### src/rtl/cfgx_pkg.sv
package cfgx_pkg;

    localparam int WORD_W     = 32;
    localparam int SEARCH_LO  = 11;
    localparam int ENABLE_BIT = 31;
    localparam int BUS1_BIT   = 16;
    localparam int DEV_LSB    = 11;
    localparam int FUNC_LSB   = 8;
    localparam logic [WORD_W-1:0] KEEP_MASK = 32'h0000_07FC;
    localparam logic [WORD_W-1:0] REG_MASK  = 32'h0000_00FC;
    localparam int IDX_W      = $clog2(WORD_W) + 1;

    typedef enum logic [1:0] {
        SZ_BYTE  = 2'b00,
        SZ_HALF  = 2'b01,
        SZ_WORD  = 2'b10,
        SZ_WORDX = 2'b11
    } acc_size_e;

    typedef struct packed {
        logic [WORD_W-1:0] cfg_addr;
    } xlate_state_t;

endpackage

### src/rtl/cfgx_encode.sv
module cfgx_encode
    import cfgx_pkg::*;
(
    input  logic [WORD_W-1:0] data_i,
    output logic [WORD_W-1:0] word_o
);
    logic [IDX_W-1:0] idx;

    // Lowest set bit in the search range; WORD_W when none is set.
    always_comb begin
        idx = IDX_W'(WORD_W);
        for (int k = WORD_W - 1; k >= SEARCH_LO; k--) begin
            if (data_i[k]) idx = IDX_W'(k);
        end
    end

    always_comb begin
        word_o = (WORD_W'(1) << ENABLE_BIT)
               | (WORD_W'(1) << BUS1_BIT)
               | (data_i & KEEP_MASK)
               | (WORD_W'(idx) << DEV_LSB);
    end
endmodule

### src/rtl/cfgx_decode.sv
module cfgx_decode
    import cfgx_pkg::*;
(
    input  logic [WORD_W-1:0] cfg_i,
    output logic [WORD_W-1:0] rd_o
);
    logic [7:0] devfn;

    always_comb begin
        devfn = cfg_i[FUNC_LSB +: 8];
        rd_o  = (WORD_W'(1) << devfn[7:3])
              | (WORD_W'(devfn[2:0]) << FUNC_LSB)
              | (cfg_i & REG_MASK);
    end
endmodule

### src/rtl/cfgx_lane.sv
module cfgx_lane
    import cfgx_pkg::*;
#(
    parameter int ADDR_W = 32
) (
    input  logic [ADDR_W-1:0] addr_i,
    input  logic [1:0]        size_i,
    output logic [ADDR_W-1:0] offset_o
);
    localparam logic [ADDR_W-1:0] LANE_MASK = ADDR_W'(7);

    always_comb begin
        case (acc_size_e'(size_i))
            SZ_BYTE, SZ_HALF: offset_o = addr_i & LANE_MASK;
            default:          offset_o = addr_i;
        endcase
    end
endmodule

### src/rtl/cfgx_addr_xlate.sv
module cfgx_addr_xlate
    import cfgx_pkg::*;
#(
    parameter int ADDR_W = 32
) (
    input  logic              clk,
    input  logic              rst_n,
    input  logic              wr_en_i,
    input  logic [31:0]       wr_data_i,
    output logic [31:0]       rd_data_o,
    input  logic [ADDR_W-1:0] win_addr_i,
    input  logic [1:0]        win_size_i,
    output logic [ADDR_W-1:0] win_offset_o,
    output logic [31:0]       cfg_addr_o
);
    xlate_state_t       st_d, st_q;
    logic [WORD_W-1:0]  enc_word;

    cfgx_encode u_enc (
        .data_i (wr_data_i),
        .word_o (enc_word)
    );

    always_comb begin
        st_d = st_q;
        if (wr_en_i) st_d.cfg_addr = enc_word;
    end

    always_ff @(posedge clk or negedge rst_n) begin
        if (!rst_n) st_q <= '0;
        else        st_q <= st_d;
    end

    assign cfg_addr_o = st_q.cfg_addr;

    cfgx_decode u_dec (
        .cfg_i (st_q.cfg_addr),
        .rd_o  (rd_data_o)
    );

    cfgx_lane #(.ADDR_W(ADDR_W)) u_lane (
        .addr_i   (win_addr_i),
        .size_i   (win_size_i),
        .offset_o (win_offset_o)
    );

    AST_LOWEST_AT_FLOOR: assert property (@(posedge clk) disable iff (!rst_n)
        wr_en_i && wr_data_i[SEARCH_LO] |=> cfg_addr_o[15:11] == 5'd11);
    AST_EMPTY_SEARCH: assert property (@(posedge clk) disable iff (!rst_n)
        wr_en_i && (wr_data_i[31:11] == '0) |=> (cfg_addr_o[15:11] == '0) && cfg_addr_o[16]);
    AST_LOW_BITS_KEPT: assert property (@(posedge clk) disable iff (!rst_n)
        wr_en_i |=> (cfg_addr_o[10:2] == $past(wr_data_i[10:2])) && (cfg_addr_o[1:0] == 2'b00));
    AST_ENABLE_BUS: assert property (@(posedge clk) disable iff (!rst_n)
        wr_en_i |=> cfg_addr_o[31] && cfg_addr_o[16]);
    AST_READ_ONEHOT: assert property (@(posedge clk) disable iff (!rst_n)
        $countones(rd_data_o[31:11]) <= 1);
    AST_HOLD_IDLE: assert property (@(posedge clk) disable iff (!rst_n)
        !wr_en_i |=> $stable(cfg_addr_o));
    AST_LANE_NARROW: assert property (@(posedge clk) disable iff (!rst_n)
        !win_size_i[1] |-> (win_offset_o & ~ADDR_W'(7)) == '0);
endmodule

### config.mk
export PLATFORM = sky130hd
export DESIGN_NAME = cfgx_addr_xlate
export DESIGN_NICKNAME = d
export VERILOG_FILES = /design/src/rtl/cfgx_pkg.sv /design/src/rtl/cfgx_encode.sv /design/src/rtl/cfgx_decode.sv /design/src/rtl/cfgx_lane.sv /design/src/rtl/cfgx_addr_xlate.sv
export SDC_FILE = /design/constraint.sdc
export NUM_CORES = 1
export LEC_CHECK = 0
export BUFFER_PORTS_ARGS = -buffer_cell sky130_fd_sc_hd__clkbuf_2
export CAP_MARGIN = 25
export CORE_ASPECT_RATIO = 0.6
export CORE_MARGIN = 5
export CORE_UTILIZATION = 33
export CTS_CLUSTER_SIZE = 14
export DETAILED_ROUTE_END_ITERATION = 6
export PLACE_DENSITY = 0.91
export SYNTH_ARGS = -nofsm -noshare
export SYNTH_HDL_FRONTEND = slang
export SYNTH_SLANG_ARGS = --single-unit
### constraint.sdc
create_clock -name clk -period 1.6 [get_ports clk]
set_clock_uncertainty 0.15 [all_clocks]
set_input_delay 0.32 -clock clk [delete_from_list [all_inputs] [get_ports clk]]
set_output_delay 0.32 -clock clk [all_outputs]
set_load 0.01 [all_outputs]
==> results of run 1 <==
## metrics by stage
stage / TNS [ns] / power (µW) / hold WS, ns
floorplan: -0.08183 / 718.7 / -0.1256
global placement: -0.1041 / 937.6 / 0.09609
detailed placement: -0.09793 / 950.7 / 0.09743
CTS: -5.526 / 1309 / 0.1542
global route: -7.827 / 1400 / 0.1572
finish: -6.311 / 1329 / 0.1559
## worst max path at each step
stage	startpoint	endpoint	slack, ns
after floorplan	cfg_addr_o[14]	rd_data_o[21]	-0.02
after global placement	wr_data_i[30]	cfg_addr_o[11]	-0.07
after detailed placement	cfg_addr_o[12]	rd_data_o[5]	-0.04
after CTS	cfg_addr_o[12]	rd_data_o[8]	-0.28
after global routing	cfg_addr_o[13]	rd_data_o[9]	-0.35
final	cfg_addr_o[13]	rd_data_o[8]	-0.30
## what timing repair did
action | 4_1_cts | 5_1_grt
pin swaps | 20 | 15
hold buffers | 1 | 0
endpoints found under the setup margin | 32 | 32
endpoints found under the hold margin | 15 | 0
resized for setup | 27 | 34
setup buffers | 7 | 5
## critical path, cell delays in order, from the launching register on
cell,delay [ns]
dfrtp_2,0.44
inv_2,0.08
buf_4,0.14
nand3b_1,0.17
o21bai_1,0.19
clkbuf_2,0.16
## cell usage in the layout (no fill, tap or decap), drive strengths merged, types with 2 or more instances in the layout
master and count:
and2 29, or3 2, nand2b 3, clkbuf 114, a21oi 2, inv 3, nor4 5, nor2b 3
buf 55, o21bai 11, conb 16, nor2 32, or2 2, nand3b 4, o22ai 3, nand2 7
a31oi 2, o21ai 3, dfrtp 15, nand3 2, mux2 9, nor3 5
## cell families after synthesis
group,Yosys count,share of synthesized area
other cells,1,0.002707
simple gates,95,0.3695
buf+inv,31,0.1490
flops,15,0.2710
mux,9,0.07317
compound gates,26,0.1346
## power breakdown
part / total (µW) / leakage (µW) / switching, µW / internal [µW]
Clock: 304 / 0.0000228 / 128 / 176
Sequential: 446 / 0.000168 / 32.5 / 413
Combinational: 579 / 0.00108 / 295 / 284
## layout make-up
cell class	count	area, µm²
clock buffer	4	45.04
fill	340	1692
inverter	3	11.26
multi-input combinational	146	947.2
sequential	15	379.1
tap	60	75.07
timing repair buffer	166	927.1
## layer usage
layer  GRT usage  wire (µm)
met3     0.04528        427
met4     0.03909        104
met5           0          0
met2      0.3120       2706
met1      0.2115       2155
==> impl_metrics.json, run 1 <==
{
  "outcome": "complete, but fails checks",
  "violations": "setup timing",
  "min_period_over_period": 1.190,
  "ir_worst_vdd_mv": 0.5271,
  "ys_top_cells_by_count": "nor2_1 (32), and2_1 (29), buf_4 (20)",
  "end_kind": "primary output",
  "final.setup.worst_slack_ns": -0.3035,
  "drc": 0,
  "worst-setup-path-type": "flip-flop to primary output",
  "syn2layout_area_growth_pct": 72.18,
  "synth-seq-cells": 15,
  "die_width_um": 93.64,
  "crit-reg2reg-capture": "cfg_addr_o[14]",
  "tritoncts_buffers": 3,
  "max_cap_violations": 0,
  "power.density_mw_per_mm2": 557.2,
  "yosysWarnings": 0,
  "pin_count": 165,
  "critPathArrivalTime_ns": 1.43,
  "clock_sink_count": 15,
  "drt_total_wl_um": 5393,
  "placed_area_mm2": 0.002145,
  "dp_cells": 379,
  "clkSlewWorstSetupHoldPaths_ns": 0.06,
  "hold_start": "wr_data_i[3]",
  "core-area_mm2": 0.004076,
  "hold_path_depth": 2,
  "tritoncts": "done",
  "die-area_mm2": 0.005636,
  "globalRouteOverflowTotal": 0,
  "die_height_um": 60.19,
  "vias_in_the_first_global_route": 1668,
  "gp_congestion": 0.7555,
  "final_layout_size_suffix_gt1_frac": 0.6078,
  "crit_fanout": 4,
  "syn_area_cell_um2": 7.825,
  "maximum_root_to_sink_buffer_count": 2,
  "buffer_ports.inserted": 139,
  "synth_top_area_share": 0.2710,
  "synth_top_cells_by_area": "dfrtp_1 (27%), and2_1 (13%), buf_4 (11%)",
  "dp_hpwl_um": 4290,
  "place_ws_ns": -0.04173,
  "cts_root_buf": "clkbuf_8",
  "regToRegSetupSlack_ns": 0.50,
  "grt_antenna_before_repair": 0,
  "final.min_clock_period_ns": 1.904,
  "post-route-util": 0.5850,
  "reg2reg_from": "cfg_addr_o[14]",
  "antenna_cells_inserted": 0,
  "synthesis.area_mm2": 0.001385,
  "drt_pre_antenna_iters": 4,
  "initial_utilization": 0.3398,
  "drtAntennaViolNets": 0,
  "setup_viol": 33,
  "ys.flop_type": "dfrtp_1",
  "largest_register_ffs": 15,
  "cp-start-kind": "flip-flop",
  "yosys.area.top_type": "dfrtp_1",
  "hp-class": "input port to flip-flop",
  "number_of_core_rows": 18,
  "ys_types": 34,
  "htree_levels": 1,
  "synthMostInstantiatedCell": "nor2_1",
  "wire_per_inst_um": 13.69,
  "p_leak_uw": 0.001276,
  "grt_first_pass_wirelength_um": 7741,
  "fin_nets": 404,
  "reg2regPathDepth": 2,
  "postLayoutCellArea_mm2": 0.002385,
  "ys_async_sr_fraction": 1.000,
  "whs_endpoint": "cfg_addr_o[3]",
  "seq_area_frac_synth": 0.2710,
  "worst-endpoint-required_ns": 1.13,
  "rsz0062_at_grt": "yes",
  "grt_start_max_net_pins": 30,
  "post_synthesis_cells": 177,
  "final-instance-count-excl-fill": 394,
  "viasPerCell": 4.635,
  "dr_total_vias": 1826,
  "worstSkewPairLatency_ns": 0.24,
  "clock.fmax_mhz": 525.3,
  "final-max-slew-violation-count": 0,
  "number_of_enable_flip_flop_cells_after_synthesis": 0,
  "final-hold-violation-count": 0,
  "gr-usage-all-layers": 0.1737,
  "drt-initial-drc-count": 77
}
No activity file was read; power rests on OpenSTA's default activity.
==> inputs of run 2 (changes only) <==
- CORE_MARGIN: 5 -> unset
- SKIP_CTS_REPAIR_TIMING: unset -> 1
==> impl_metrics.json, run 2 (synthesis results as in run 1) <==
{
  "outcome": "complete, but fails checks",
  "violations": "setup timing",
  "die_height_um": 52.19,
  "tritoncts": "done",
  "clkSlewWorstSetupHoldPaths_ns": 0.06,
  "syn2layout_area_growth_pct": 61.88,
  "power.density_mw_per_mm2": 561.6,
  "ir_worst_vdd_mv": 0.6649,
  "grt_first_pass_wirelength_um": 6982,
  "dp_hpwl_um": 3878,
  "p_leak_uw": 0.001210,
  "final-instance-count-excl-fill": 381,
  "viasPerCell": 4.478,
  "dr_total_vias": 1706,
  "drt_pre_antenna_iters": 4,
  "timing.hold.ws_ns": 0.1565,
  "placed_area_mm2": 0.002118,
  "worst-setup-path-type": "flip-flop to primary output",
  "hp-class": "input port to flip-flop",
  "max_cap_violations": 0,
  "buffer_ports.inserted": 139,
  "maximum_root_to_sink_buffer_count": 2,
  "largest_register_ffs": 15,
  "postLayoutCellArea_mm2": 0.002242,
  "cp_cell_sequence": "or3_4 -> o21bai_2 -> buf_2",
  "number_of_core_rows": 17,
  "power.internal_uw": 839.9,
  "crit_fanout": 6,
  "rsz0062_at_grt": "yes",
  "vias_in_the_first_global_route": 1503,
  "gr-usage-all-layers": 0.2016,
  "final.setup.worst_slack_ns": -0.2681,
  "dp_cells": 373,
  "gp_congestion": 0.7936,
  "worst_path_largest_cell_delay_ns": 0.45,
  "worst-endpoint-required_ns": 1.13,
  "seq_power_share": 0.348,
  "netSwitchingPower_uw": 419.3,
  "die_width_um": 85.64,
  "p_clk_frac": 0.236,
  "critPathArrivalTime_ns": 1.40,
  "tritoncts_buffers": 3,
  "mostFrequentLayoutCells": "clkbuf_2 (117), nor2_1 (29), and2_1 (29)",
  "die-area_mm2": 0.004469,
  "final_common_cell": "clkbuf_2",
  "setup_viol": 32,
  "cts_root_buf": "clkbuf_8",
  "pin_count": 165,
  "end_kind": "primary output",
  "htree_levels": 1,
  "min_period_over_period": 1.168,
  "fin_nets": 394,
  "drt_total_wl_um": 4629,
  "drt-initial-drc-count": 44,
  "clock_sink_count": 15,
  "drc": 0,
  "wire_per_inst_um": 12.15,
  "globalRouteOverflowTotal": 0,
  "final.min_clock_period_ns": 1.868,
  "final-hold-violation-count": 0,
  "worstSkewPairLatency_ns": 0.24,
  "power.share.combinational": 0.416,
  "critical_path.slowest_cell": "dfrtp_1",
  "grt_antenna_before_repair": 0,
  "grt_start_max_net_pins": 30,
  "clock.fmax_mhz": 535.3,
  "initial_utilization": 0.3598,
  "final-max-slew-violation-count": 0,
  "cp-start-kind": "flip-flop",
  "drtAntennaViolNets": 0,
  "core-area_mm2": 0.003850,
  "switching_share": 0.3330,
  "antenna_cells_inserted": 0,
  "final_layout_size_suffix_gt1_frac": 0.5679
}
run 2: cell count changes in the layout (fill, tap and decap cells not counted), moves of 4 or more:
cell	before	now
buf_2	29	22
buf_6	7	3
clkbuf_2	110	117
buf_4	19	13
nor2_1	25	29
run 2: layout make-up:
cell class | instances | area [µm²]
inverter | 3 | 11.26
sequential | 15 | 375.4
timing repair buffer | 156 | 837.1
fill | 365 | 1608
clock buffer | 4 | 45.04
tap | 57 | 71.32
multi-input combinational | 146 | 902.1
run 2: power groups by stage:
stage | Sequential, µW | Clock (µW) | Combinational, µW
final | 438 | 297 | 523
after global routing | 443 | 318 | 575
after CTS | 436 | 303 | 498
after detailed placement | 443 | 0 | 497
after global placement | 441 | 0 | 489
after floorplan | 460 | 0 | 258
run 2: final timing paths:
check | from | depth (start not counted) | endpoint | slack, ns
min in group asynchronous | rst_n | 2 | cfg_addr_o[6] | 0.40
worst max-delay path | cfg_addr_o[12] | 3 | rd_data_o[5] | -0.27
worst max register to register | cfg_addr_o[12] | 3 | cfg_addr_o[12] | 0.50
worst min register to register | cfg_addr_o[16] | 1 | cfg_addr_o[16] | 0.34
max in group asynchronous | rst_n | 2 | cfg_addr_o[3] | 0.63
worst min-delay path | wr_data_i[6] | 2 | cfg_addr_o[6] | 0.16
run 2: worst max-delay path, delay by kind of cell (launching register included):
kind	cells	cell delay, ns
AOI/OAI and AO/OA	1	0.14
and+or+nand+nor	1	0.43
buffers and inverters	1	0.14
DFF	1	0.45
run 2: per-stage QoR:
| stage | total power, µW | setup TNS [ns] | setup WS, ns | utilization |
|---|---|---|---|---|
| 6_report | 1259 | -5.545 | -0.2681 | 0.5824 |
| 5_1_grt | 1335 | -7.790 | -0.3016 | 0.5824 |
| 4_1_cts | 1238 | -6.787 | -0.3220 | 0.5619 |
| 3_5_place_dp | 939.5 | -0.1490 | -0.04956 | 0.5502 |
| 3_3_place_gp | 929.2 | -0.07932 | -0.03936 | 0.5502 |
| 2_1_floorplan | 718.7 | -0.08183 | -0.02306 | - |
run 2: routing by layer:
layer	track usage	share of wire	up-vias
met5	0	0	-
met4	0.01667	0	0
met3	0.03937	0.065	0
met2	0.3480	0.47	70
met1	0.2748	0.46	778
li1	-	-	858
==> inputs of run 3 (changes only) <==
- ABC_AREA: unset -> 1
- CORE_UTILIZATION: 33 -> 34
==> impl_metrics.json, run 3 <==
{
  "outcome": "complete, but fails checks",
  "violations": "setup timing",
  "ys_async_sr_fraction": 1.000,
  "final-max-slew-violation-count": 0,
  "final-hold-violation-count": 0,
  "ys.flop_type": "dfrtp_1",
  "largest_register_ffs": 15,
  "synthMostInstantiatedCell": "nand2_1",
  "cts_root_buf": "clkbuf_8",
  "cp-start-kind": "flip-flop",
  "final.min_clock_period_ns": 1.801,
  "die_width_um": 87.07,
  "drc": 0,
  "number_of_core_rows": 18,
  "ys_types": 21,
  "synth_top_area_share": 0.2542,
  "ir_worst_vdd_mv": 0.3304,
  "die_height_um": 53.05,
  "final_common_cell": "clkbuf_2",
  "p_leak_uw": 0.001640,
  "grt_antenna_before_repair": 0,
  "yosys.area.top_type": "dfrtp_1",
  "globalRouteOverflowTotal": 0,
  "netSwitchingPower_uw": 459.7,
  "min_period_over_period": 1.125,
  "fillers": 413,
  "maximum_root_to_sink_buffer_count": 2,
  "number_of_enable_flip_flop_cells_after_synthesis": 0,
  "dp_hpwl_um": 4080,
  "setup_viol": 32,
  "pin_count": 165,
  "combinational_family_with_the_most_area_after_synthesis": "simple AND/OR/NAND/NOR gates",
  "synthesis.area_mm2": 0.001476,
  "dr_total_vias": 2067,
  "synth_xor_area_frac": 0,
  "drt-initial-drc-count": 80,
  "core-area_mm2": 0.004144,
  "drtAntennaViolNets": 0,
  "drt_pre_antenna_iters": 4,
  "grt_start_max_net_pins": 30,
  "buffer_ports.inserted": 139,
  "worstSkewPairLatency_ns": 0.25,
  "tritoncts": "done",
  "fin_nets": 479,
  "vias_in_the_first_global_route": 1735,
  "critPathArrivalTime_ns": 1.33,
  "yosysWarnings": 0,
  "viasPerCell": 4.407,
  "multi_input_area_um2": 765.7,
  "synth-seq-cells": 15,
  "area_share_of_fa_ha_maj_cells_after_synthesis": 0,
  "global_route.usage.met1": 0.2204,
  "max_cap_violations": 0,
  "post_synthesis_cells": 261,
  "synth_simple_gate_area_share": 0.3390,
  "groute.layer.met3.usage": 0.04524,
  "hold_path_depth": 3,
  "power.density_mw_per_mm2": 529.1,
  "top_usage_layer": "met2",
  "synth_top_cells_by_area": "dfrtp_1 (25%), nand2_1 (17%), inv_1 (16%)",
  "initial_utilization": 0.3563,
  "synth-compound-area-share": 0.1068,
  "dp_cells": 458,
  "drt_total_wl_um": 4908,
  "antenna_cells_inserted": 0,
  "gp_congestion": 0.8364,
  "seq_area_frac_synth": 0.2542,
  "p_total_uw": 1273,
  "rsz0062_at_grt": "yes",
  "mostFrequentLayoutCells": "clkbuf_2 (115), nand2_1 (64), inv_1 (60)",
  "crit_fanout": 4,
  "reg2regPathDepth": 4,
  "tritoncts_buffers": 3,
  "ff_latch_area_um2": 379.1,
  "final.setup.worst_slack_ns": -0.2007,
  "hp-class": "input port to flip-flop",
  "worst-setup-path-type": "flip-flop to primary output",
  "timing.hold.ws_ns": 0.1326,
  "end_kind": "primary output",
  "ys_top_cells_by_count": "nand2_1 (65), inv_1 (64), nor2_1 (30)",
  "syn2layout_area_growth_pct": 62.97,
  "htree_levels": 1,
  "gr-usage-all-layers": 0.1995,
  "clock_sink_count": 15,
  "synth_mux_area_frac": 0,
  "clock.fmax_mhz": 555.3,
  "power.internal_uw": 813.4,
  "worst-endpoint-required_ns": 1.13,
  "final-instance-count-excl-fill": 469,
  "clkSlewWorstSetupHoldPaths_ns": 0.06,
  "syn_area_cell_um2": 5.657,
  "die-area_mm2": 0.004619,
  "seq_power_share": 0.344,
  "wire_per_inst_um": 10.46,
  "post-route-util": 0.5806,
  "final_layout_size_suffix_gt1_frac": 0.4499,
  "p_clk_frac": 0.242,
  "grt_use_met2": 0.3990,
  "switching_share": 0.3611,
  "grt_first_pass_wirelength_um": 7113,
  "power.share.combinational": 0.414
}
-- run 3: cell types whose count changed in the layout (fill, tap and decap cells not counted), sizes merged, moves of 7 or more --
cell / before / now
and2: 29 / 1
inv: 3 / 65
mux2: 9 / 0
nand2: 7 / 65
nand3: 2 / 9
nand4: 0 / 10
o21ai: 3 / 22
o21bai: 11 / 0
-- run 3: layout make-up --
type | instances | area share
Timing Repair Buffer | 160 | 0.3687
Multi-Input combinational cell | 164 | 0.3183
Sequential cell | 15 | 0.1576
Inverter | 66 | 0.1050
Tap cell | 60 | 0.03120
Clock buffer | 3 | 0.01716
Clock inverter | 1 | 0.002080
-- run 3: worst paths after layout --
| check | start | end | slack (ns) |
|---|---|---|---|
| min | wr_data_i[6] | cfg_addr_o[6] | 0.13 |
| max in group asynchronous | rst_n | cfg_addr_o[12] | 0.59 |
| min in group asynchronous | rst_n | cfg_addr_o[15] | 0.41 |
| min reg2reg | cfg_addr_o[16] | cfg_addr_o[16] | 0.36 |
| max reg2reg | cfg_addr_o[12] | cfg_addr_o[12] | 0.47 |
| max | cfg_addr_o[11] | rd_data_o[3] | -0.20 |
-- run 3: metal layers --
layer,share of wire,vias up
met4,0.0053,0
met3,0.078,4
met2,0.52,88
met5,0,-
met1,0.39,926
li1,-,1049
-- run 3: kinds of logic after synthesis --
logic type,after synthesis
buf+inv,97
flops,15
simple gates,120
compound gates,28
other cells,1
-- run 3: critical path: stages, from the launching register on --
cell and delay (ns):
dfrtp_2 0.42, inv_2 0.07, nor3_2 0.21, nand2_2 0.11, o21ai_2 0.13, clkbuf_2 0.14
-- run 3: power groups by stage --
stage               Combinational [µW]  Sequential (µW)  Clock (µW)
finish                             528              438         308
global route                       587              440         336
CTS                                490              428         319
detailed placement                 490              435           0
global placement                   474              434           0
floorplan                          263              444           0
-- run 3: through the flow --
stage	setup WS (ns)	instance area [µm²]	TNS, ns
floorplan	-0.02178	1543	-0.2109
global placement	-0.06805	2237	-0.07362
detailed placement	-0.08116	2237	-0.1384
CTS	-0.3334	2283	-5.153
global route	-0.2689	2406	-6.471
finish	-0.2007	2406	-4.248
